$ cat src/rtl/csr_pkg.sv
package csr_pkg;
  localparam int BYTE_W = 8;

  typedef enum logic [2:0] {
    ST_IDLE,
    ST_ADDR,
    ST_SUB,
    ST_WDATA,
    ST_RDATA,
    ST_SKIP
  } busState_t;

  typedef struct packed {
    logic              setPtr;
    logic              wrByte;
    logic              nextPtr;
    logic [BYTE_W-1:0] byteVal;
  } csrStrobe_t;
endpackage

$ cat src/rtl/i2c_bus_ctrl.sv
module i2c_bus_ctrl
  import csr_pkg::*;
#(
  parameter int         SYNC_STAGES = 2,
  parameter logic       ADDR_MSB    = 1'b1,
  parameter logic [4:0] ADDR_LOW    = 5'b00000
) (
  input  logic              clk,
  input  logic              rstN,
  input  logic              sclIn,
  input  logic              sdaIn,
  input  logic              addrStrap,
  input  logic [BYTE_W-1:0] rdByte,
  output logic              sdaDrvLow,
  output csrStrobe_t        stb
);
  localparam int CNT_W = $clog2(BYTE_W + 2);
  localparam logic [CNT_W-1:0] ACK_CNT = CNT_W'(BYTE_W);
  localparam logic [CNT_W-1:0] END_CNT = CNT_W'(BYTE_W + 1);

  logic [SYNC_STAGES-1:0] sclSync, sdaSync;
  logic sclS, sdaS, sclPrev, sdaPrev;
  logic sclRise, sclFall, startDet, stopDet;
  busState_t state;
  logic [CNT_W-1:0] bitCnt;
  logic [BYTE_W-1:0] rxShift;
  logic [BYTE_W-2:0] txShift;
  logic readMode, masterNack;
  logic [BYTE_W-2:0] devAddr;

  assign sclS     = sclSync[SYNC_STAGES-1];
  assign sdaS     = sdaSync[SYNC_STAGES-1];
  assign sclRise  = sclS && !sclPrev;
  assign sclFall  = !sclS && sclPrev;
  assign startDet = sclS && sclPrev && sdaPrev && !sdaS;
  assign stopDet  = sclS && sclPrev && !sdaPrev && sdaS;
  assign devAddr  = {ADDR_MSB, addrStrap, ADDR_LOW};

  always_ff @(posedge clk or negedge rstN) begin
    if (!rstN) begin
      sclSync    <= '1;
      sdaSync    <= '1;
      sclPrev    <= 1'b1;
      sdaPrev    <= 1'b1;
      state      <= ST_IDLE;
      bitCnt     <= '0;
      rxShift    <= '0;
      txShift    <= '0;
      readMode   <= 1'b0;
      masterNack <= 1'b0;
      sdaDrvLow  <= 1'b0;
      stb        <= '0;
    end else begin
      sclSync <= {sclSync[SYNC_STAGES-2:0], sclIn};
      sdaSync <= {sdaSync[SYNC_STAGES-2:0], sdaIn};
      sclPrev <= sclS;
      sdaPrev <= sdaS;
      stb     <= '0;
      if (startDet) begin
        state     <= ST_ADDR;
        bitCnt    <= '0;
        sdaDrvLow <= 1'b0;
      end else if (stopDet) begin
        state     <= ST_IDLE;
        bitCnt    <= '0;
        sdaDrvLow <= 1'b0;
      end else begin
        case (state)
          ST_ADDR, ST_SUB, ST_WDATA: begin
            if (sclRise) begin
              if (bitCnt < ACK_CNT) rxShift <= {rxShift[BYTE_W-2:0], sdaS};
              if (bitCnt < END_CNT) bitCnt <= bitCnt + 1'b1;
            end else if (sclFall && bitCnt == ACK_CNT) begin
              if (state != ST_ADDR) begin
                sdaDrvLow   <= 1'b1;
                stb.byteVal <= rxShift;
                stb.setPtr  <= (state == ST_SUB);
                stb.wrByte  <= (state == ST_WDATA);
              end else if (rxShift[BYTE_W-1:1] == devAddr) begin
                sdaDrvLow <= 1'b1;
                readMode  <= rxShift[0];
              end else begin
                state <= ST_SKIP;
              end
            end else if (sclFall && bitCnt == END_CNT) begin
              bitCnt <= '0;
              if (state == ST_ADDR && readMode) begin
                state     <= ST_RDATA;
                txShift   <= rdByte[BYTE_W-2:0];
                sdaDrvLow <= ~rdByte[BYTE_W-1];
              end else begin
                sdaDrvLow <= 1'b0;
                state     <= (state == ST_ADDR) ? ST_SUB : ST_WDATA;
              end
            end
          end
          ST_RDATA: begin
            if (sclRise) begin
              if (bitCnt == ACK_CNT) masterNack <= sdaS;
              if (bitCnt < END_CNT) bitCnt <= bitCnt + 1'b1;
            end else if (sclFall) begin
              if (bitCnt != '0 && bitCnt < ACK_CNT) begin
                txShift   <= {txShift[BYTE_W-3:0], 1'b0};
                sdaDrvLow <= ~txShift[BYTE_W-2];
              end else if (bitCnt == ACK_CNT) begin
                sdaDrvLow   <= 1'b0;
                stb.nextPtr <= 1'b1;
              end else if (bitCnt == END_CNT) begin
                bitCnt <= '0;
                if (!masterNack) begin
                  txShift   <= rdByte[BYTE_W-2:0];
                  sdaDrvLow <= ~rdByte[BYTE_W-1];
                end else begin
                  state <= ST_SKIP;
                end
              end
            end
          end
          default: sdaDrvLow <= 1'b0;
        endcase
      end
    end
  end


  idle_release_chk: assert property (@(posedge clk) disable iff (!rstN)
    (state == ST_IDLE) |-> !sdaDrvLow);


  skip_release_chk: assert property (@(posedge clk) disable iff (!rstN)
    (state == ST_SKIP) |-> !sdaDrvLow);


  sda_stable_chk: assert property (@(posedge clk) disable iff (!rstN)
    (sclS && sclPrev) |-> $stable(sdaDrvLow));
endmodule

$ cat src/rtl/csr_regfile.sv
module csr_regfile
  import csr_pkg::*;
#(
  parameter logic [BYTE_W-1:0] SUB_FREQ0 = 8'h00,
  parameter logic [BYTE_W-1:0] SUB_FREQ1 = 8'h01,
  parameter logic [BYTE_W-1:0] SUB_FREQ2 = 8'h02,
  parameter logic [BYTE_W-1:0] SUB_RATE  = 8'h03,
  parameter logic [BYTE_W-1:0] SUB_MISC  = 8'h04,
  parameter logic [BYTE_W-1:0] SUB_CTRLA = 8'h08,
  parameter logic [BYTE_W-1:0] SUB_CTRLB = 8'h09,
  parameter logic [BYTE_W-1:0] SUB_CTRLC = 8'h11,
  parameter int                COARSE_W  = BYTE_W + 1
) (
  input  logic                clk,
  input  logic                rstN,
  input  csrStrobe_t          stb,
  input  logic [BYTE_W-1:0]   freqWord0,
  input  logic [BYTE_W-1:0]   freqWord1,
  input  logic [BYTE_W-2:0]   freqWord2,
  input  logic [COARSE_W-1:0] coarseRate,
  input  logic                lockLost,
  input  logic                measDone,
  output logic [BYTE_W-1:0]   rdByte,
  output logic [1:0]          rangeSel,
  output logic [3:0]          divRatio,
  output logic                measReq,
  output logic                lockToRef,
  output logic                squelchMode,
  output logic                outBoost,
  output logic                sysResetPulse,
  output logic                lolOut
);
  localparam int B_LOLCFG  = 7;
  localparam int B_LOLCLR  = 6;
  localparam int B_SYSRST  = 5;
  localparam int B_MEASCLR = 3;

  logic [BYTE_W-1:0] ptr, ctrlA;
  logic cfgLolSticky, lolClrArm, rstArm, measClrArm;
  logic squelchReg, boostReg, stickyLol, measFlag;
  logic wrA, wrB, wrC, lolClrEvt, measClrEvt, rstEvt;

  assign wrA = stb.wrByte && (ptr == SUB_CTRLA);
  assign wrB = stb.wrByte && (ptr == SUB_CTRLB);
  assign wrC = stb.wrByte && (ptr == SUB_CTRLC);
  assign lolClrEvt  = wrB && lolClrArm  && !stb.byteVal[B_LOLCLR];
  assign measClrEvt = wrB && measClrArm && !stb.byteVal[B_MEASCLR];
  assign rstEvt     = wrB && rstArm     && !stb.byteVal[B_SYSRST];

  always_comb begin
    case (ptr)
      SUB_FREQ0: rdByte = freqWord0;
      SUB_FREQ1: rdByte = freqWord1;
      SUB_FREQ2: rdByte = {1'b0, freqWord2};
      SUB_RATE:  rdByte = coarseRate[COARSE_W-1:1];
      SUB_MISC:  rdByte = {3'b000, stickyLol, lockLost, measFlag, 1'b0, coarseRate[0]};
      default:   rdByte = '0;
    endcase
  end

  assign rangeSel    = ctrlA[7:6];
  assign divRatio    = ctrlA[5:2];
  assign measReq     = ctrlA[1];
  assign lockToRef   = ctrlA[0];
  assign squelchMode = squelchReg;
  assign outBoost    = boostReg;
  assign lolOut      = cfgLolSticky ? stickyLol : lockLost;

  always_ff @(posedge clk or negedge rstN) begin
    if (!rstN) begin
      ptr           <= '0;
      ctrlA         <= '0;
      cfgLolSticky  <= 1'b0;
      lolClrArm     <= 1'b0;
      rstArm        <= 1'b0;
      measClrArm    <= 1'b0;
      squelchReg    <= 1'b0;
      boostReg      <= 1'b0;
      stickyLol     <= 1'b0;
      measFlag      <= 1'b0;
      sysResetPulse <= 1'b0;
    end else begin
      sysResetPulse <= rstEvt;
      if (stb.setPtr) ptr <= stb.byteVal;
      else if (stb.wrByte || stb.nextPtr) ptr <= ptr + 1'b1;
      if (sysResetPulse) begin
        ctrlA        <= '0;
        cfgLolSticky <= 1'b0;
        lolClrArm    <= 1'b0;
        rstArm       <= 1'b0;
        measClrArm   <= 1'b0;
        squelchReg   <= 1'b0;
        boostReg     <= 1'b0;
        stickyLol    <= 1'b0;
        measFlag     <= 1'b0;
      end else begin
        if (wrA) ctrlA <= stb.byteVal;
        if (wrB) begin
          cfgLolSticky <= stb.byteVal[B_LOLCFG];
          lolClrArm    <= stb.byteVal[B_LOLCLR];
          rstArm       <= stb.byteVal[B_SYSRST];
          measClrArm   <= stb.byteVal[B_MEASCLR];
        end
        if (wrC) begin
          squelchReg <= stb.byteVal[1];
          boostReg   <= stb.byteVal[0];
        end
        if (lockLost) stickyLol <= 1'b1;
        else if (lolClrEvt) stickyLol <= 1'b0;
        if (measDone) measFlag <= 1'b1;
        else if (measClrEvt) measFlag <= 1'b0;
      end
    end
  end


  rst_pulse_width_chk: assert property (@(posedge clk) disable iff (!rstN)
    sysResetPulse |=> !sysResetPulse);


  sysrst_defaults_chk: assert property (@(posedge clk) disable iff (!rstN)
    $past(sysResetPulse) |-> (ctrlA == '0 && !cfgLolSticky && !squelchReg &&
                              !boostReg && !measFlag && !stickyLol));


  lol_sticky_chk: assert property (@(posedge clk) disable iff (!rstN)
    ($past(rstN) && $past(lockLost) && !$past(sysResetPulse)) |-> stickyLol);


  meas_sticky_chk: assert property (@(posedge clk) disable iff (!rstN)
    ($past(rstN) && $past(measDone) && !$past(sysResetPulse)) |-> measFlag);
endmodule

$ cat src/rtl/i2c_csr_target.sv
module i2c_csr_target
  import csr_pkg::*;
#(
  parameter int SYNC_STAGES = 2
) (
  input  logic              clk,
  input  logic              rstN,
  input  logic              sclIn,
  input  logic              sdaIn,
  output logic              sdaDrvLow,
  input  logic              addrStrap,
  input  logic [BYTE_W-1:0] freqWord0,
  input  logic [BYTE_W-1:0] freqWord1,
  input  logic [BYTE_W-2:0] freqWord2,
  input  logic [BYTE_W:0]   coarseRate,
  input  logic              lockLost,
  input  logic              measDone,
  output logic [1:0]        rangeSel,
  output logic [3:0]        divRatio,
  output logic              measReq,
  output logic              lockToRef,
  output logic              squelchMode,
  output logic              outBoost,
  output logic              sysResetPulse,
  output logic              lolOut
);
  csrStrobe_t        stb;
  logic [BYTE_W-1:0] rdByte;

  i2c_bus_ctrl #(.SYNC_STAGES(SYNC_STAGES)) uCtrl (
    .clk       (clk),
    .rstN      (rstN),
    .sclIn     (sclIn),
    .sdaIn     (sdaIn),
    .addrStrap (addrStrap),
    .rdByte    (rdByte),
    .sdaDrvLow (sdaDrvLow),
    .stb       (stb)
  );

  csr_regfile #(.COARSE_W(BYTE_W + 1)) uRegs (
    .clk           (clk),
    .rstN          (rstN),
    .stb           (stb),
    .freqWord0     (freqWord0),
    .freqWord1     (freqWord1),
    .freqWord2     (freqWord2),
    .coarseRate    (coarseRate),
    .lockLost      (lockLost),
    .measDone      (measDone),
    .rdByte        (rdByte),
    .rangeSel      (rangeSel),
    .divRatio      (divRatio),
    .measReq       (measReq),
    .lockToRef     (lockToRef),
    .squelchMode   (squelchMode),
    .outBoost      (outBoost),
    .sysResetPulse (sysResetPulse),
    .lolOut        (lolOut)
  );
endmodule

$ cat config.mk
export PLATFORM = sky130hd
export DESIGN_NAME = i2c_csr_target
export DESIGN_NICKNAME = d
export VERILOG_FILES = /design/src/rtl/csr_pkg.sv /design/src/rtl/i2c_bus_ctrl.sv /design/src/rtl/csr_regfile.sv /design/src/rtl/i2c_csr_target.sv
export SDC_FILE = /design/constraint.sdc
export NUM_CORES = 1
export LEC_CHECK = 0
export BUFFER_PORTS_ARGS = -buffer_cell sky130_fd_sc_hd__buf_2
export CAP_MARGIN = 5
export CELL_PAD_IN_SITES_DETAIL_PLACEMENT = 0
export CELL_PAD_IN_SITES_GLOBAL_PLACEMENT = 1
export CORE_MARGIN = 8
export CORE_UTILIZATION = 48
export CTS_CLUSTER_SIZE = 10
export DETAILED_ROUTE_END_ITERATION = 10
export GPL_TIMING_DRIVEN = 0
export PLACE_DENSITY_LB_ADDON = 0.1
export SYNTH_ARGS = -nofsm -noshare
export SYNTH_HDL_FRONTEND = slang
export SYNTH_SLANG_ARGS = --single-unit
$ cat constraint.sdc
create_clock -name clk -period 4.2 [get_ports clk]
set_input_delay 0.42 -clock clk [delete_from_list [all_inputs] [get_ports clk]]
set_output_delay 0.42 -clock clk [all_outputs]
set_load 0.01 [all_outputs]
Word level (Yosys, flattened, before mapping)
Cells that the tools add are included.
Operators by class
  $add $sub $neg: 2
  order comparisons: 2
  equal/unequal tests: 43
  mux-type cells: 93
  bitwise logic cells: 6
  reduce and logical (&&, ||, !) cells: 46
Operators with widths (number)
  $mux 7: 10
  $mux 8: 8
  $mux 4: 11
  $mux 3: 14
  $pmux 8 s5: 1
  $mux 1: 39
  $mux 11: 2
  $reduce_and 7->1: 3
  $logic_and 1x1->1: 20
  $ne 5x1->1 const B: 4
  $eq 8x2->1 const B: 2
  $eq 8x4->1 const B: 2
  $ne 5x2->1 const B: 3
  $pmux 7 s2: 1
  $ne 4x1->1 const B: 3
  $ne 6x4->1 const B: 2
  $reduce_and 12->1: 1
  $reduce_and 11->1: 1
  $ne 5x3->1 const B: 2
  $reduce_and 5->1: 2
  $reduce_bool 2->1: 5
  $add 8x1->8 const B: 1
  $eq 4x4->1 const B: 2
  $eq 8x1->1 const B: 1
  26 further kinds: 52
Word-level totals
  register bits: 67
  input port bits: 39
  output and inout port bits: 13
  word-level logic and storage cells: 218

Longest topological paths before layout
Gate-level depths: netlist of the first run.
  depth in word-level cells: 12
  gate-level depth with buffers: 8
  gate-level depth less buffers: 7

By module
A second synthesis of the first run with hierarchy kept.
Second synthesis, totals
  cell total of the unflattened synthesis: 364
  area total of the unflattened synthesis: 3704.8 sq um
By module, submodules not included
  i2c_bus_ctrl: times used 1, cells an instance 191, area an instance 2122.0 sq um, seq. area each 1058.5 sq um
  csr_regfile: times used 1, cells an instance 173, area an instance 1582.8 sq um, seq. area each 625.6 sq um

Worst setup path before layout of the first run
No wires, ideal clock.
  path kind: register to register
  start: reg uCtrl.bitCnt[0]
  end: reg uCtrl.txShift[1]
  setup time: 0.125 ns
  arrival time: 1.874 ns
  required time: 4.075 ns
  slack: 2.201 ns
  stages on the path, launching flop included: 9
  path buffers: 1
  period minus slack after synthesis: 1.999 ns
  cell sequence: dfrtp_1 > inv_1 > ha_1 > nor2b_1 > o22ai_1 > a31oi_1 > nor4bb_1 > buf_2 > mux2_2
Between the ends
  word-level cells in the longest chain between the ends: 6
  elaborated cells on any way between the ends: 17
  classes of those cells: order compare (1); eq/ne (7); mux (4); reduce/logical (5)
Ends and longest elaborated chain
  start: declaration: RTL line i2c_bus_ctrl.sv:25  | logic [CNT_W-1:0] bitCnt;
  start signal: assignment: RTL line i2c_bus_ctrl.sv:72  | if (bitCnt < END_CNT) bitCnt <= bitCnt + 1'b1;
  start signal: assignment: RTL line i2c_bus_ctrl.sv:100  | if (bitCnt < END_CNT) bitCnt <= bitCnt + 1'b1;
  $lt 4x4->1 or $reduce_bool 4->1 (tied branches): RTL line i2c_bus_ctrl.sv:102  | if (bitCnt != '0 && bitCnt < ACK_CNT) begin
  $logic_and 1x1->1: RTL line i2c_bus_ctrl.sv:102
  $mux 7: RTL line i2c_bus_ctrl.sv:102
  $mux 7: RTL line i2c_bus_ctrl.sv:101  | end else if (sclFall) begin
  $mux 7: RTL line i2c_bus_ctrl.sv:98  | if (sclRise) begin
  $pmux 7 s2: RTL line i2c_bus_ctrl.sv:68  | case (state)
  end signal: assignment: RTL line i2c_bus_ctrl.sv:89  | txShift <= rdByte[BYTE_W-2:0];
  end signal: assignment: RTL line i2c_bus_ctrl.sv:103  | txShift <= {txShift[BYTE_W-3:0], 1'b0};
  end signal: assignment: RTL line i2c_bus_ctrl.sv:111  | txShift <= rdByte[BYTE_W-2:0];
  end: declaration: RTL line i2c_bus_ctrl.sv:27  | logic [BYTE_W-2:0] txShift;
Several ways; a longest one is shown, not always the timed one. The select of a mux whose other input is x is not followed.
A chain may end at the register's enable or synchronous reset.

Worst setup path in the final report of the first run
  start: reg uCtrl.bitCnt[0]
  end: reg uCtrl.txShift[3]
The elaborated chain is that of the path after synthesis.

==> flow_summary.toml, run 1 <==
[drt]
route.met2.wl_um = 3707
wl_met1_um = 3491
wirelength_um = 7640
routed_via_density = 5.367
top_layer_used = "met4"
postRouteAntennaNets = 0
drc = 0
vias = 2630
dr.first_iter.drc_count = 110
drtPass1Iterations = 4
avgRoutedWirePerCell_um = 15.59
wl_met3_um = 345

[timing]
fin_crit_sh_pct = 53.87
drv_slew = 0
period_minus_slack_ns = 2.263
worstMarginPinSlew_ns = 0.8380
slew_headroom_pct = 44.13
rsz0062_at_grt = "no"
clock-skew-final_ns = 0.007717
final-hold-violation-count = 0
setup-violations-final = 0
setup_slack_ns = 1.937
tns_ns = 0
fmax_mhz = 442.0

[synthesis]
synth_area_mm2 = 0.003437
synth_most_common_cell = "dfrtp_1"
synth_top_family_by_area = "simple AND/OR/NAND/NOR gates"
synth_mux_area_share_pct = 12.12
synth_fa_ha_area_share_pct = 2.548
syn_nets = 370
yosys.area_share.simple_pct = 18.82
synth_compound_area_share_pct = 11.90
synth_area_leader_cell = "dfrtp_1"
synthTopCellsByCount = "dfrtp_1, nor2_1, nand2_1"
synth_top_area_share_pct = 44.41
syn_area_per_cell_um2 = 10.61
yosys_most_used_dff = "dfrtp_1"
netlist-cell-type-count = 54
synthTopCellsByArea = "dfrtp_1, mux2i_1, dfstp_2"
synth.yosys.seq_area_share_pct = 49.00
synth-xor-area-share_pct = 2.803
ys_ff_latch = 67
synth_edf_count = 0
syn_inst = 324
synthArstFlopShare_pct = 100.0
ys_warn_count = 0

[pwr]
p_switching_w = 0.0004024
p_total_w = 0.001478
total_leakage_power_nw = 1.931
seqPwrFrac_pct = 51.1
swShare_pct = 27.23
max-vdd-ir-drop_mv = 0.2403
powerDensity_mw_per_mm2 = 368.4
p_int_w = 0.001075
clockPowerShare_pct = 35.6
pwr-share-comb_pct = 13.3

[cells_and_area]
antennaDiodeCount = 0
syn_to_final_growth_pct = 16.71
final_layout_size_suffix_gt1_share_pct = 24.04
layout.nets = 432
fillers = 651

[floorplan]
rows = 31
die_h_um = 100.6
core_area_mm2 = 0.007098
start_util_pct = 48.42
die_x_um = 100.6
die_area_mm2 = 0.01012
pin_count = 52

[clock_tree]
cts_made_buffers = 9
path_clk_slew_ns = 0.08
cts_tree = "built"
postCtsHoldBufs = 0
clockBufferDepth = 2
clk_latency_ns = 0.34
cts_resized = 0
cts.sinks = 67
cts_setup_buffers = 0
cts_root_buffer = "clkbuf_8"
cts-htree-levels = 3

[place]
gp_congestion = 0.8306
hpwl_um = 5463
port_buffers = 51
dp_slack_ns = 1.964

[critical_path]
reg2reg_slack_ns = 1.94
crit_fanout = 8
critPathCaptureType = "flop"
cp_num_buf_inv = 2
crit_family = "simple AND/OR/NAND/NOR gates"
r2r-start = "uCtrl.bitCnt[0]"
required_ns = 4.42
reg2reg_depth = 8
cpPeakStageDelay_ns = 0.41
timing.rr.end = "uCtrl.txShift[3]"
crit_slowest_cell = "dfrtp_1"
cp_cell_sequence = "inv_1 > ha_1 > nor2b_1 > o22ai_1 > a31oi_1 > nor4bb_1 > buf_2 > mux2_2"
crit_type = "reg2reg"
crit_path_start = "uCtrl.bitCnt[0]"
arrival_ns = 2.48
start_kind = "flop"

[grt]
grt_pass1_wl_um = 12740
grt_pass1_vias = 2616
grt_max_degree = 68
track_usage_pct = 15.78
antenna_found_initial = 0
grt_overflow = 0

[job]
maxCapViolCount = 0

[status]
outcome = "complete, no violations"

[hold_path]
hold_path.class = "in2async"
worst max path at each step:
stage,to,slack (ns),depth (start not counted)
floorplan,uCtrl.txShift[1],2.20,8
global placement,uCtrl.txShift[2],1.92,7
detailed placement,uCtrl.txShift[1],1.96,8
CTS,uCtrl.txShift[1],1.94,8
global route,uCtrl.txShift[4],1.78,7
finish,uCtrl.txShift[3],1.94,8
sequential cells by signal, summed over array words and instances (netlist names), 3 cells and up:
signal,cells
uCtrl.bitCnt,4
uCtrl.txShift,7
uCtrl.state,3
uCtrl.rxShift,8
uCtrl.stb,11
uRegs.ptr,8
uRegs.ctrlA,8
layer usage:
metal / vias up / global-route usage [%]
li1: 1292 / -
met1: 1281 / 19.82
met2: 49 / 25.52
met3: 8 / 3.936
met4: 0 / 5.814
met5: - / 0
power groups by stage:
stage	logic [W]	registers (W)	clock network, W
2_1_floorplan	0.000139	0.000752	0
3_3_place_gp	0.000195	0.000764	0
3_5_place_dp	0.000197	0.000767	0
4_1_cts	0.000198	0.000755	0.000541
5_1_grt	0.000220	0.000764	0.000564
6_report	0.000197	0.000755	0.000526
final cells by class:
class                      instances  area [µm²]  area share [%]
buffer                            13       55.05           1.372
clock buffer                      10       127.6           3.182
clock inverter                     6       65.06           1.622
inverter                          11       41.29           1.029
multi-input combinational        233        1657           41.30
sequential                        67        1684           41.98
tap                               99       123.9           3.088
timing repair buffer              51       257.7           6.425
kinds of logic (layout without fill, tap and decap cells):
| kind of cell | count (synthesis) | in the layout |
|---|---|---|
| AND/OR/NAND/NOR | 117 | 117 |
| multiplexers | 39 | 39 |
| buffers and inverters | 24 | 91 |
| XOR/XNOR | 11 | 11 |
| AO/OA/AOI/OAI | 59 | 59 |
| flip-flops | 67 | 67 |
| adder cells (fa/ha/maj) | 7 | 7 |
through the flow:
stage	cell area [µm²]	hold slack [ns]	utilization, %	std cells
6_report	4011	0.1790	56.51	490
5_1_grt	4011	0.1560	56.51	490
4_1_cts	4011	0.1627	56.51	490
3_5_place_dp	3819	0.3473	53.80	474
3_3_place_gp	3816	0.3489	53.76	474
2_1_floorplan	3437	0.1244	-	324
cell usage in the layout, fill, tap and decap left out, types with 7 or more instances in the layout:
cell      synthesis  layout
o21ai_0          12      12
clkbuf_8          0       9
xnor2_1           8       8
mux2_1            8       8
inv_1            10      10
nand2_1          27      27
mux2i_1          18      18
and2_1            9       9
dfrtp_1          61      61
a21oi_1           7       7
mux2_2           13      13
nor2_1           29      29
buf_2             2      52
clkbuf_1          8       9
nor3_1            8       8
ha_1              7       7
(Power assumes the default switching activity.)
==> inputs of run 2 (changes only) <==
--- a/config.mk
+++ b/config.mk
@@ -5,12 +5,13 @@
 export SDC_FILE = /design/constraint.sdc
 export NUM_CORES = 1
 export LEC_CHECK = 0
+export ABC_AREA = 1
 export BUFFER_PORTS_ARGS = -buffer_cell sky130_fd_sc_hd__buf_2
 export CAP_MARGIN = 5
 export CELL_PAD_IN_SITES_DETAIL_PLACEMENT = 0
 export CELL_PAD_IN_SITES_GLOBAL_PLACEMENT = 1
 export CORE_MARGIN = 8
-export CORE_UTILIZATION = 48
+export CORE_UTILIZATION = 38
 export CTS_CLUSTER_SIZE = 10
 export DETAILED_ROUTE_END_ITERATION = 10
 export GPL_TIMING_DRIVEN = 0
==> constraint.sdc (replaced) <==
create_clock -name clk -period 1.96 [get_ports clk]
set_input_delay 0.196 -clock clk [delete_from_list [all_inputs] [get_ports clk]]
set_output_delay 0.196 -clock clk [all_outputs]
set_load 0.01 [all_outputs]
==> flow_summary.toml, run 2 <==
[timing]
final-hold-violation-count = 0
tns_ns = 0
drv_slew = 0
setup_slack_ns = 0.1593
worstMarginPinSlew_ns = 0.8603
whs_ns = 0.08105
rsz0062_at_grt = "no"
setup-violations-final = 0
fmax_mhz = 555.4
period_minus_slack_ns = 1.801
clock-skew-final_ns = 0.005086
slew_headroom_pct = 42.65
fin_crit_sh_pct = 91.87

[floorplan]
rows = 36
die_h_um = 115.7
start_util_pct = 38.82
die_area_mm2 = 0.01339
die_x_um = 115.7
core_area_mm2 = 0.009729
pin_count = 52

[cells_and_area]
final_layout_size_suffix_gt1_share_pct = 20.77
fin_util_pct = 45.69
largest_reg_flops = 11
mostFrequentLayoutCells = "nand2_1, nor2_1, dfrtp_1"
top_register = "uCtrl.stb"
syn_to_final_growth_pct = 17.69
final_cells = 706
layout.nets = 615
final_common_cell = "nand2_1"
antennaDiodeCount = 0

[synthesis]
synth_area_leader_cell = "dfrtp_1"
synth_area_mm2 = 0.003777
synthTopCellsByArea = "dfrtp_1, nand2_1, nor2_1"
synthTopCellsByCount = "nand2_1, nor2_1, dfrtp_1"
synth_edf_count = 0
ys_warn_count = 0
synth_most_common_cell = "nand2_1"
yosys_most_used_dff = "dfrtp_1"
ys_ff_latch = 67
synthArstFlopShare_pct = 100.0
netlist-cell-type-count = 42
synth_top_area_share_pct = 40.41
syn_inst = 504
synth.yosys.seq_area_share_pct = 44.58
syn_nets = 550
syn_area_per_cell_um2 = 7.495

[clock_tree]
clockBufferDepth = 2
cts-htree-levels = 3
cts_tree = "built"
cts_made_buffers = 9
clk_latency_ns = 0.34
cts.sinks = 67
path_clk_slew_ns = 0.07
cts_root_buffer = "clkbuf_8"

[grt]
grt_overflow = 0
grt_pass1_vias = 3382
grt_pass1_wl_um = 15770
antenna_found_initial = 0
grt_max_degree = 68
track_usage_pct = 14.98

[status]
outcome = "complete, no violations"

[job]
maxCapViolCount = 0

[critical_path]
start_kind = "flop"
critPathCaptureType = "flop"
crit_slowest_cell = "dfrtp_1"
cp_cell_sequence = "inv_1 > ha_1 > nand2_2 > nand2_2 > nand2_1 > nor2_4 > nor2_8 > nand2_8 > clkinv_4 > nor2_1 > nor2_1"
reg2reg_depth = 11
required_ns = 2.20
crit_fanout = 6
arrival_ns = 2.04
cpPeakStageDelay_ns = 0.44
crit_type = "reg2reg"

[drt]
drc = 0
dr.first_iter.drc_count = 177
wirelength_um = 9393
avgRoutedWirePerCell_um = 13.30
postRouteAntennaNets = 0
vias = 3309
drtPass1Iterations = 4
routed_via_density = 4.687

[pwr]
max-vdd-ir-drop_mv = 0.5915
total_leakage_power_nw = 2.150
powerDensity_mw_per_mm2 = 696.2

[place]
hpwl_um = 7210
gp_congestion = 0.8446
dp_slack_ns = 0.009480
port_buffers = 51
dp.cells = 688

[hold_path]
hold_path.class = "in2reg"
holdPathStages = 3
==> run 2: worst paths after layout <==
check | from | endpoint | slack (ns)
setup / recovery | uCtrl.bitCnt[0] | uCtrl.txShift[6] | 0.16
hold / removal | measDone | uRegs.measFlag | 0.08
setup reg to reg | uCtrl.bitCnt[0] | uCtrl.txShift[6] | 0.16
hold reg to reg | uCtrl.sclSync[0] | uCtrl.sclSync[1] | 0.36
max in group asynchronous | rstN | uCtrl.rxShift[5] | 0.89
min in group asynchronous | rstN | uRegs.ctrlA[7] | 0.50
==> run 2: layer usage <==
metal  GRT usage (%)  up-vias  wire (µm)
met5               0        -          0
met4           5.099        0        112
met2           24.50       56       4231
li1                -     1735          -
met1           18.60     1508       4478
met3           4.169       10        570
==> run 2: per-stage QoR <==
stage | cell area [µm²] | power (W)
5_1_grt | 4446 | 0.003298
3_5_place_dp | 4202 | 0.002076
2_1_floorplan | 3777 | 0.001910
6_report | 4446 | 0.003095
3_3_place_gp | 4199 | 0.002071
4_1_cts | 4402 | 0.003132
==> run 2: worst max-delay path, delay by kind of cell, from the launching register on <==
family,cells,cell delay [ns]
DFF,1,0.44
buffers and inverters,2,0.16
adders and majority gates,1,0.26
and+or+nand+nor,8,0.83
==> run 2: where the power goes <==
part	internal (W)	leakage (nW)	switching (W)	total (W)
combinational	0.000177	1.19	0.000341	0.000518
sequential	0.00148	0.872	0.0000721	0.00155
clock	0.000487	0.0856	0.000541	0.00103
==> run 2: final cells by class <==
cell class	count	area, µm²
buffer	7	40.04
clock buffer	11	141.4
clock inverter	4	26.28
fill	1072	5284
inverter	62	237.7
multi-input combinational	368	1862
sequential	67	1684
tap	133	166.4
timing repair buffer	54	287.8
==> run 2: cells by family (layout without fill, tap and decap cells) <==
kind of cell	count (synthesis)	after routing	synth area share, %
buffers and inverters	69	138	7.354
adders and majority gates	7	7	2.319
AOI/OAI and AO/OA	67	67	10.17
DFF	67	67	44.58
and+or+nand+nor	291	291	34.88
xor gates and xnor gates	3	3	0.6957
==> run 2: timing repair <==
item,in CTS,in global routing
pin swaps,0,1
buffers inserted,0,0
hold buffers,3,0
endpoints found under the setup margin,4,20
endpoints found under the hold margin,55,0
gates resized for setup,1,10
==> inputs of run 3 (changes only) <==
--- a/config.mk
+++ b/config.mk
@@ -6,16 +6,18 @@
 export NUM_CORES = 1
 export LEC_CHECK = 0
 export ABC_AREA = 1
-export BUFFER_PORTS_ARGS = -buffer_cell sky130_fd_sc_hd__buf_2
+export ABC_CLOCK_PERIOD_IN_PS = 1960
 export CAP_MARGIN = 5
 export CELL_PAD_IN_SITES_DETAIL_PLACEMENT = 0
 export CELL_PAD_IN_SITES_GLOBAL_PLACEMENT = 1
 export CORE_MARGIN = 8
-export CORE_UTILIZATION = 38
+export CORE_UTILIZATION = 42
 export CTS_CLUSTER_SIZE = 10
 export DETAILED_ROUTE_END_ITERATION = 10
+export DONT_BUFFER_PORTS = 1
 export GPL_TIMING_DRIVEN = 0
 export PLACE_DENSITY_LB_ADDON = 0.1
 export SYNTH_ARGS = -nofsm -noshare
 export SYNTH_HDL_FRONTEND = slang
+export SYNTH_HIERARCHICAL = 1
 export SYNTH_SLANG_ARGS = --single-unit
==> flow_summary.toml, run 3 <==
[synthesis]
synth_edf_count = 0
synth_compound_area_share_pct = 6.440
synth-xor-area-share_pct = 0.2147
yosys_most_used_dff = "dfrtp_1"
yosys.area_share.simple_pct = 40.48
syn_nets = 592
synthTopCellsByCount = "nand2_1, nand3_1, dfrtp_1"
synth_top_area_share_pct = 37.41
ys_ff_latch = 67
synthTopCellsByArea = "dfrtp_1, nand2_1, nand3_1"
synth_top_family_by_area = "simple AND/OR/NAND/NOR gates"
synth_area_leader_cell = "dfrtp_1"
synth_area_mm2 = 0.004080
syn_area_per_cell_um2 = 7.514
ys_warn_count = 6
synth_fa_ha_area_share_pct = 3.067
synthArstFlopShare_pct = 100.0
synth_most_common_cell = "nand2_1"
synth_mux_area_share_pct = 0
syn_inst = 543
netlist-cell-type-count = 37
synth.yosys.seq_area_share_pct = 41.28

[timing]
rsz0062_at_grt = "no"
slew_headroom_pct = 66.06
fmax_mhz = 548.0
tns_ns = 0
clock-skew-final_ns = 0.01097
setup-violations-final = 0
worstMarginPinSlew_ns = 0.5038
setup_slack_ns = 0.1352
final-hold-violation-count = 0
period_minus_slack_ns = 1.825
fin_crit_sh_pct = 93.10
drv_slew = 0

[clock_tree]
cts-htree-levels = 3
path_clk_slew_ns = 0.07
clk_latency_ns = 0.34
cts.sinks = 67
cts_root_buffer = "clkbuf_8"
cts_tree = "built"
clockBufferDepth = 2
cts_made_buffers = 9

[critical_path]
crit_fanout = 10
critPathCaptureType = "flop"
crit_slowest_cell = "dfstp_2"
required_ns = 2.18
crit_type = "reg2reg"
reg2reg_slack_ns = 0.14
start_kind = "flop"
arrival_ns = 2.05
cpPeakStageDelay_ns = 0.56
cp_cell_sequence = "ha_2 > inv_1 > nor2_2 > nand3_2 > buf_2 > nand2_1 > o21ai_1"

[drt]
postRouteAntennaNets = 0
routed_via_density = 4.973
drc = 0
vias = 3501
dr.first_iter.drc_count = 147
wirelength_um = 10340
avgRoutedWirePerCell_um = 14.68
drtPass1Iterations = 5

[floorplan]
start_util_pct = 42.53
pin_count = 52
die_x_um = 114.6
die_h_um = 114.6
rows = 36
core_area_mm2 = 0.009594
die_area_mm2 = 0.01313

[pwr]
powerDensity_mw_per_mm2 = 937.9
total_leakage_power_nw = 2.254
max-vdd-ir-drop_mv = 0.4126

[grt]
grt_pass1_vias = 3428
antenna_found_initial = 0
grt_max_degree = 68
grt_overflow = 0
track_usage_pct = 16.65
grt_pass1_wl_um = 17080

[place]
port_buffers = 0
dp_slack_ns = 0.005200
hpwl_um = 7732
gp_congestion = 0.8164

[hold_path]
hold_path.class = "in2reg"

[cells_and_area]
layout.nets = 615
final_layout_size_suffix_gt1_share_pct = 18.04
largest_reg_flops = 11
mostFrequentLayoutCells = "nand2_1, nand3_1, dfrtp_1"
multi_input_area_mm2 = 0.002063
area.sequential_mm2 = 0.001684
syn_to_final_growth_pct = 13.22
fillers = 968
antennaDiodeCount = 0
final_common_cell = "nand2_1"
top_register = "uCtrl/stb"

[job]
maxCapViolCount = 0

[status]
outcome = "complete, no violations"
run 3: worst paths after layout:
| check | cells after the start | from | end |
|---|---|---|---|
| max in group asynchronous | 2 | rstN | uCtrl/sdaSync[1] |
| worst max-delay path | 7 | uCtrl/sclSync[1] | uCtrl/rxShift[6] |
| worst max register to register | 7 | uCtrl/sclSync[1] | uCtrl/rxShift[6] |
| worst min-delay path | 2 | lockLost | uRegs/stickyLol |
| min in group asynchronous | 2 | rstN | uRegs/ptr[6] |
| worst min register to register | 0 | uCtrl/sclSync[0] | uCtrl/sclSync[1] |
run 3: worst max-delay path, delay by kind of cell (launching register included):
family / cells / cell delay (ns)
adder cells (fa/ha/maj): 1 / 0.27
buffers and inverters: 2 / 0.39
AND/OR/NAND/NOR: 3 / 0.42
AO/OA/AOI/OAI: 1 / 0.06
flip-flops: 1 / 0.56
run 3: cells by family (layout without fill, tap and decap cells):
kind of cell,after synthesis,count (layout)
flip-flops,67,67
AO/OA/AOI/OAI,46,46
buffers and inverters,82,110
XOR/XNOR,1,1
AND/OR/NAND/NOR,337,337
adder cells (fa/ha/maj),10,10
run 3: layout make-up:
cell class | count | area share, %
Inverter | 72 | 6.067
Buffer | 10 | 1.463
Clock buffer | 11 | 3.061
Sequential cell | 67 | 36.46
Tap cell | 133 | 3.602
Multi-Input combinational cell | 394 | 44.66
Timing Repair Buffer | 12 | 2.871
Clock inverter | 5 | 1.815
run 3: power breakdown:
group          switching, W  internal [W]  leakage (nW)
registers          0.000157       0.00159         0.876
clock network      0.000558      0.000756         0.106
logic              0.000831      0.000444          1.27
run 3: through the flow:
step,total power (W),util (%),cells,hold slack (ns),area [µm²]
6_report,0.004333,48.15,704,0.02037,4619
5_1_grt,0.004637,48.15,704,0.03545,4619
4_1_cts,0.004322,47.31,697,0.002068,4539
3_5_place_dp,0.002940,44.26,676,-0.09751,4247
3_3_place_gp,0.002927,44.26,676,-0.09751,4247
2_1_floorplan,0.002696,-,543,-0.09959,4080
run 3: repair_timing:
| action | in CTS | in global routing |
|---|---|---|
| gates cloned | 0 | 0 |
| pin swaps | 1 | 3 |
| gates resized for setup | 0 | 5 |
| hold buffers | 5 | 0 |
| buffers inserted | 0 | 7 |
| endpoints found under the setup margin | 2 | 19 |
| hold endpoints to repair | 70 | 0 |
run 3: routing by layer:
metal  up-vias  global-route usage, %  routed length (µm)
li1       1782                      -                   -
met1      1648                  21.84                4875
met4         0                  7.897                 173
met2        62                  26.11                4932
met3         9                  2.743                 356
met5         -                      0                   0
